===== config.mk =====
export PLATFORM = sky130hd
export DESIGN_NAME = f2i_trunc_conv
export DESIGN_NICKNAME = d
export VERILOG_FILES = /design/src/rtl/f2i_pkg.sv /design/src/rtl/f2i_align.sv /design/src/rtl/f2i_limit.sv /design/src/rtl/f2i_trunc_conv.sv
export SDC_FILE = /design/constraint.sdc
export NUM_CORES = 1
export LEC_CHECK = 0
export ABC_AREA = 1
export CELL_PAD_IN_SITES_DETAIL_PLACEMENT = 0
export CELL_PAD_IN_SITES_GLOBAL_PLACEMENT = 2
export CORE_UTILIZATION = 29
export CTS_CLUSTER_DIAMETER = 50
export DETAILED_ROUTE_END_ITERATION = 12
export PLACE_DENSITY = 0.87
export SYNTH_ARGS = -nofsm -noshare
export SYNTH_HDL_FRONTEND = slang
export SYNTH_SLANG_ARGS = --single-unit

===== constraint.sdc =====
create_clock -name clk -period 1.14 [get_ports clk]
set_clock_uncertainty 0.05 [all_clocks]
set_input_delay 0.114 -clock clk [delete_from_list [all_inputs] [get_ports clk]]
set_output_delay 0.114 -clock clk [all_outputs]
set_load 0.02 [all_outputs]

===== src/rtl/f2i_pkg.sv =====
`timescale 1ns/1ps
package f2i_pkg;

   typedef enum logic [2:0] {
      FC_ZERO = 3'd0,
      FC_NUM  = 3'd1,
      FC_INF  = 3'd2,
      FC_QNAN = 3'd3,
      FC_SNAN = 3'd4
   } fclass_e;

endpackage


===== src/rtl/f2i_align.sv =====
`timescale 1ns/1ps
// Places the integer part of the significand in a WIDTH-bit field by a
// logarithmic left shift of {sig, guard, round} by the exponent.
module f2i_align #(
   parameter int WIDTH = 32,
   parameter int SIG_W = 64,
   parameter int EXP_W = 16
) (
   input  logic                    [SIG_W-1:0] sig,
   input  logic                                guard,
   input  logic                                rnd,
   input  logic                                sticky,
   input  logic signed             [EXP_W-1:0] exp_i,
   output logic                    [WIDTH-1:0] mag,
   output logic                                lost,
   output logic                                big
);
   localparam int SH_W    = $clog2(WIDTH);
   localparam int FRAC_W  = SIG_W + 1;
   localparam int FIELD_W = FRAC_W + WIDTH;
   localparam logic signed [EXP_W-1:0] EXP_LIM = EXP_W'(WIDTH);

   logic [FIELD_W-1:0] stg [SH_W+1];
   logic [SH_W-1:0]    amt;
   logic               neg;

   assign amt    = exp_i[SH_W-1:0];
   assign neg    = exp_i < 0;
   assign big    = exp_i >= EXP_LIM;
   assign stg[0] = {{(WIDTH-1){1'b0}}, sig, guard, rnd};

   generate
      for (genvar k = 0; k < SH_W; k++) begin : g_stage
         localparam int STEP = 1 << k;
         assign stg[k+1] = amt[k] ? {stg[k][FIELD_W-1-STEP:0], {STEP{1'b0}}}
                                  : stg[k];
      end
   endgenerate

   always_comb begin
      if (neg) begin
         mag  = '0;
         lost = (|sig) | guard | rnd | sticky;
      end else begin
         mag  = stg[SH_W][FIELD_W-1 -: WIDTH];
         lost = (|stg[SH_W][FRAC_W-1:0]) | sticky;
      end
   end
endmodule


===== src/rtl/f2i_limit.sv =====
`timescale 1ns/1ps
// Range check, sign application and saturation.
module f2i_limit #(
   parameter int WIDTH = 32
) (
   input  logic             sign,
   input  logic [2:0]       cls,
   input  logic [WIDTH-1:0] mag,
   input  logic             lost,
   input  logic             big,
   output logic [WIDTH-1:0] res,
   output logic             inexact,
   output logic             invalid
);
   import f2i_pkg::*;

   localparam logic [WIDTH-1:0] EDGE = {1'b1, {(WIDTH-1){1'b0}}};

   logic is_zero, is_num, over;

   assign is_zero = (cls == FC_ZERO);
   assign is_num  = (cls == FC_NUM);
   assign over    = big || (mag > EDGE) || ((mag == EDGE) && !sign);

   always_comb begin
      if (is_zero) begin
         res     = '0;
         inexact = 1'b0;
         invalid = 1'b0;
      end else if (!is_num || over) begin
         res     = sign ? EDGE : ~EDGE;
         inexact = 1'b0;
         invalid = 1'b1;
      end else begin
         res     = sign ? (~mag + 1'b1) : mag;
         inexact = lost;
         invalid = 1'b0;
      end
   end
endmodule


===== src/rtl/f2i_trunc_conv.sv =====
`timescale 1ns/1ps
module f2i_trunc_conv #(
   parameter int WIDTH = 32,
   parameter int SIG_W = 64,
   parameter int EXP_W = 16
) (
   input  logic                    clk,
   input  logic                    rst_n,
   input  logic                    in_valid,
   input  logic                    in_sign,
   input  logic [2:0]              in_cls,
   input  logic signed [EXP_W-1:0] in_exp,
   input  logic [SIG_W-1:0]        in_sig,
   input  logic                    in_guard,
   input  logic                    in_round,
   input  logic                    in_sticky,
   output logic                    out_valid,
   output logic [WIDTH-1:0]        out_result,
   output logic                    out_inexact,
   output logic                    out_invalid
);
   generate
      if (WIDTH < 2) begin : g_bad_width
         $error("f2i_trunc_conv: WIDTH must be at least 2");
      end
      if (SIG_W < 2) begin : g_bad_sig
         $error("f2i_trunc_conv: SIG_W must be at least 2");
      end
      if (EXP_W < $clog2(WIDTH) + 2) begin : g_bad_exp
         $error("f2i_trunc_conv: EXP_W too narrow to reach WIDTH");
      end
   endgenerate

   logic [WIDTH-1:0] mag, nxt_res;
   logic             lost, big, nxt_inx, nxt_inv;

   f2i_align #(.WIDTH(WIDTH), .SIG_W(SIG_W), .EXP_W(EXP_W)) u_align (
      .sig    (in_sig),
      .guard  (in_guard),
      .rnd    (in_round),
      .sticky (in_sticky),
      .exp_i  (in_exp),
      .mag    (mag),
      .lost   (lost),
      .big    (big)
   );

   f2i_limit #(.WIDTH(WIDTH)) u_limit (
      .sign    (in_sign),
      .cls     (in_cls),
      .mag     (mag),
      .lost    (lost),
      .big     (big),
      .res     (nxt_res),
      .inexact (nxt_inx),
      .invalid (nxt_inv)
   );

   always_ff @(posedge clk or negedge rst_n) begin
      if (!rst_n) begin
         out_valid   <= 1'b0;
         out_result  <= '0;
         out_inexact <= 1'b0;
         out_invalid <= 1'b0;
      end else begin
         out_valid <= in_valid;
         if (in_valid) begin
            out_result  <= nxt_res;
            out_inexact <= nxt_inx;
            out_invalid <= nxt_inv;
         end
      end
   end
endmodule


After elaboration in Yosys (flattened, before gate mapping). Cells that the tools add are included. W data, S select, Z words.

Latch bits: 0. Memory bits (read-only): 0. Memories kept: 0. RAM bits: 0. Output and inout bits: 35. Word-level logic and storage cells: 39. Bits in registers: 35. Input bits: 90.

Mux-type cells: 15. Multiply operators: 0. Reductions and logical operators: 9. Divide/modulo/power cells: 0. $add $sub $neg: 1. Equal/unequal tests: 2. Shift operators: 0. Bitwise logic cells: 5. Order comparisons: 3.

Operators with widths (number): $mux W97 (4); $mux W32 (5); $mux W67 (1); $reduce_or A65 Y1 (1); $reduce_or A64 Y1 (1); $add A32 B1 Y32 const B (1); $eq A32 B32 Y1 const B (1); $gt A32 B32 Y1 const B (1); $not A32 Y32 (1); $ge A16 B7 Y1 const B (1); $lt A16 B1 Y1 const B (1); $mux W1 (5); $or A1 B1 Y1 (4); $eq A3 B1 Y1 const B (1); $logic_not A3 Y1 (1); $logic_or A1 B1 Y1 (3); $logic_not A1 Y1 (2); $logic_and A1 B1 Y1 (1).

Logic depth before layout (Yosys ltp).
Depth after elaboration: 12. Depth in mapped cells: 24.

Cells and area by module. Synthesis repeated with hierarchy kept, for this count alone.

Cell total of the unflattened synthesis: 1325. Area, all modules: 6638.9 sq um.

By module, submodules not included: f2i_align (instances 1, cells an instance 887, area each 3942.5 sq um); f2i_trunc_conv (instances 1, cells an instance 145, area each 1370.1 sq um); f2i_limit (instances 1, cells an instance 293, area each 1326.3 sq um).

Worst setup path before layout. OpenSTA, ideal clock, no wires.

Kind: input to register. Start point: input port in_exp[0]. End point: register out_result[10]. Cell stages on the path: 24. Arrival time: 2.249 ns. Path slack: -1.275 ns. Path buffers: 4. Cell sequence: buf_6 -> inv_4 -> buf_6 -> buf_2 -> nand2_1 -> nand3_1 -> nand3_1 -> nand3_1 -> nand3_1 -> nand2_1 -> inv_2 -> ha_1 -> nand3_1 -> inv_1 -> nand2_1 -> nor2_4 -> nand3_2 -> nand2_2 -> nand2_4 -> nor2_8 -> buf_6 -> nand3_1 -> nand2_1 -> nand2_1.

Cells in the longest elaborated chain, start to end: 12. Elaborated cells between the ends (all ways): 19. Those cells by class: add/sub: 1; order compare: 3; eq/ne: 1; mux: 9; bitwise: 1; reduce/logical: 4.

Ends and longest elaborated chain: start: declaration (line f2i_trunc_conv.sv:12) `input logic signed [EXP_W-1:0] in_exp,`; branches (longest 10 deep; another with $add A32 B1 Y32); $mux W32 (*) (line f2i_limit.sv:30) `end else if (!is_num || over) begin`; $mux W32 (*) (line f2i_limit.sv:26) `if (is_zero) begin`; end signal: assignment (line f2i_trunc_conv.sv:68) `out_result <= nxt_res;`; end: declaration (line f2i_trunc_conv.sv:18) `output logic [WIDTH-1:0] out_result,`.

Every way passes the cells marked *. A chain may end at the register's enable or synchronous reset.

Worst setup path after layout.
Start point: input port in_exp[0]. End point: register out_result[11].

The elaborated chain is that of the path after synthesis.

==> qor.csv <==
metric,value,unit
hold_violations,0,
viasPerCell,5.14,
io-pin-count,125,
wl_per_cell,16.1,um
core,0.0202,mm^2
cts_num_sinks,35,
setup.worst_path.start,in_exp[0],
drc,0,
yosysTopAreaCell,nand2_1,
p_sw_frac,0.424,
rr_endpoint,out_result[31]$_DFFE_PN0P_,
hp-class,in -> reg,
reg2reg_slack,0.39,ns
power_switching,0.00317,W
grt_max_degree,40,
dieArea,0.0213,mm^2
yosysMostFrequentCell,nand2_1,
yosysSeqAreaShare,0.146,
antenna_found_initial,0,
io_buffers,124,
grt_overflow,0,
synth_compound_area_frac,0.0677,
rsz0062_at_grt,yes,
post-route-min-period,2.26,ns
leakage,5.23,nW
start_util,0.297,
h-tree-depth,2,
reg2reg_depth,4,
final_cell_count_no_fill,1661,
synthMuxAreaShare,0.00167,
die_width,146,um
endpoint_kind,flip-flop,
num_antenna_cells,0,
placedCellCount,1597,
synthAdderAreaFrac,0.00208,
slew_violations,0,
path_max_fanout,7,
crit_buf_inv,4,
synth.distinct_cells,48,
synth_edf_count,0,
clockPowerShare,0.176,
ys_ff_latch,35,
worst_slew_pin_slew,0.410,ns
die_y,146,um
async_flop_share,1.00,
worst-path-stages,20,
detailed_place_hpwl,19400,um
cp-start-kind,primary input,
crit_chain,"buf_16, buf_16, nand2_4, nand3_2, nand3_2, nand3_2, buf_4, nand3_2, nand2_2, nor2_4, nand2_2, nor2_4, nand3_2, nand2_4, nand2_8, buf_12, nor2_4, nand3_2, nand2_1, nand2_1",
r2r-start,out_result[31]$_DFFE_PN0P_,
yosysTopAreaCellShare,0.236,
cp_slowest_stage_delay,0.21,ns
drt_wl_total,26800,um
synth_area_leaders,"nand2_1 (24%), nand3_1 (21%), dfrtp_1 (15%), nand3_2 (6.2%), o21ai_0 (4.0%)",
synth_xor_area_frac,0.0160,
dr_total_vias,8534,
track_usage,0.249,
yosys-top-cells-count,"nand2_1 (378), nand3_1 (251), nor2_1 (48), o21ai_0 (48), inv_1 (39)",
fin_nets,1481,
synthesis.area,0.00600,mm^2
synth-main-ff-cell,dfrtp_1,
cap_violations,0,
crit_type,in -> reg,
layout-drive-gt1-share,0.432,
crit_arrival,2.38,ns
setup_slack,-1.12,ns
grt_pass1_vias,8434,
place_congestion,0.910,
synth.net_count,1161,
final_util,0.543,
crit_top_cell,nand3_2,
power_frac_seq,0.193,
syn_to_final_growth,82.9,%
violations,negative setup slack,
critPathSlowestCell,nor2_4,
row_count,52,
synthesis.instances,1070,
cts_buffer_depth,2,
holdWs,0.265,ns
slew_headroom,0.724,
cts_tree,yes,
synth_top_family_by_area,simple AND/OR/NAND/NOR gates,
syn_area_per_cell,5.61,um^2
endpoint,out_result[11]$_DFFE_PN0P_,
ir_drop,0.412,mV
powerDensity,679,mW/mm^2
setup_viol,34,
drt_iter0_markers,499,
synth_warnings,0,
fin_crit_sh,1.98,
clkLatencyLatePin,0.28,ns
detail_route.first_pass.iterations,5,
root_buffer,clkbuf_16,
grt_pass1_wl,43300,um
post-place-ws,-1.66,ns
drtAntennaViolNets,0,
critPathRequiredTime,1.26,ns
cp_top_family,simple AND/OR/NAND/NOR gates,
cts_buffers,5,
fmax,443,MHz
synth_simple_gate_area_frac,0.677,
p_int,0.00429,W
pwr-share-comb,0.631,
status,finished with violations,
clkSlewWorstSetupHoldPaths,0.06,ns
## per-layer routing
metal	global-route usage	share of wire	vias to the layer above
li1	-	-	4288
met1	0.332	0.45	3961
met2	0.429	0.48	226
met3	0.0279	0.041	59
met4	0.0589	0.028	0
met5	0	0	-
## logic make-up after synthesis
family | count (synthesis)
buffers and inverters | 108
multiplexers | 1
XOR/XNOR | 11
adder cells (fa/ha/maj) | 1
AO/OA/AOI/OAI | 74
AND/OR/NAND/NOR | 840
flip-flops | 35
## timing repair
item                                    4_1_cts  5_1_grt
hold buffers                                  1        0
setup buffers                                34        6
resized for setup                           356      126
endpoints found under the setup margin       69       56
gates cloned                                 13        2
pin swaps                                    74       41
hold endpoints to repair                     35        0
## worst reg2reg max path, stage by stage (launching register included)
cell and delay [ns]:
dfrtp_1 0.39, nand2_1 0.07, nand2_1 0.05, inv_1 0.04, nand2_1 0.04
## power groups by stage
stage	Clock, W	Combinational [W]	Sequential [W]
5_1_grt	0.00139	0.00507	0.00146
3_5_place_dp	0	0.00386	0.00146
2_1_floorplan	0	0.00188	0.00162
6_report	0.00131	0.00470	0.00144
3_3_place_gp	0	0.00385	0.00146
4_1_cts	0.00135	0.00443	0.00144
## layout by cell type (no fill, tap or decap), drive strengths merged
| cell type | n |
|---|---|
| or3 | 1 |
| nand2 | 412 |
| nor3 | 9 |
| inv | 42 |
| clkdlybuf4s50 | 50 |
| clkdlybuf4s15 | 29 |
| clkinv | 4 |
| xnor2 | 5 |
| nand3b | 6 |
| o21ai | 50 |
| dlygate4sd3 | 1 |
| o21a | 1 |
| buf | 251 |
| a21boi | 2 |
| nand4 | 29 |
| nor4 | 21 |
| xor2 | 6 |
| o31ai | 2 |
| o22ai | 3 |
| ha | 1 |
| nand3 | 288 |
| nor2 | 62 |
| or2 | 11 |
| dfrtp | 35 |
| o211ai | 1 |
| a21oi | 11 |
| a21o | 1 |
| mux2i | 1 |
| and2 | 4 |
| dlygate4sd2 | 21 |
| a31oi | 3 |
| clkbuf | 28 |
## stage by stage
stage	power [W]	cell area (um^2)	TNS (ns)
global route	0.00792	11000	-41.14
CTS	0.00722	10500	-34.34
finish	0.00746	11000	-36.67
floorplan	0.00350	6070	-36.78
global placement	0.00531	8870	-55.88
detailed placement	0.00532	8870	-55.36
## final cells by class
class | count | area, um^2
timing repair buffer | 373 | 3550
inverter | 44 | 206
tap | 270 | 338
sequential | 35 | 876
clock buffer | 7 | 133
multi-input combinational | 930 | 5860
timing repair inverter | 1 | 11.3
fill | 1965 | 9250
clock inverter | 1 | 5.00
## worst min-delay path by stage
stage | startpoint | endpoint | slack, ns | cells past startpoint
floorplan | rst_n | out_inexact$_DFFE_PN0P_ | -0.23 | 0
global placement | rst_n | out_result[7]$_DFFE_PN0P_ | 0.03 | 2
detailed placement | rst_n | out_result[7]$_DFFE_PN0P_ | 0.04 | 2
CTS | in_valid | out_valid$_DFF_PN0_ | 0.26 | 1
global route | in_valid | out_valid$_DFF_PN0_ | 0.27 | 1
finish | in_valid | out_valid$_DFF_PN0_ | 0.26 | 1
## sequential cells by signal, summed over array words and instances, names as in the netlist
signal       cells
out_inexact      1
out_invalid      1
out_result      32
out_valid        1
No activity file was read; power rests on OpenSTA's default activity.
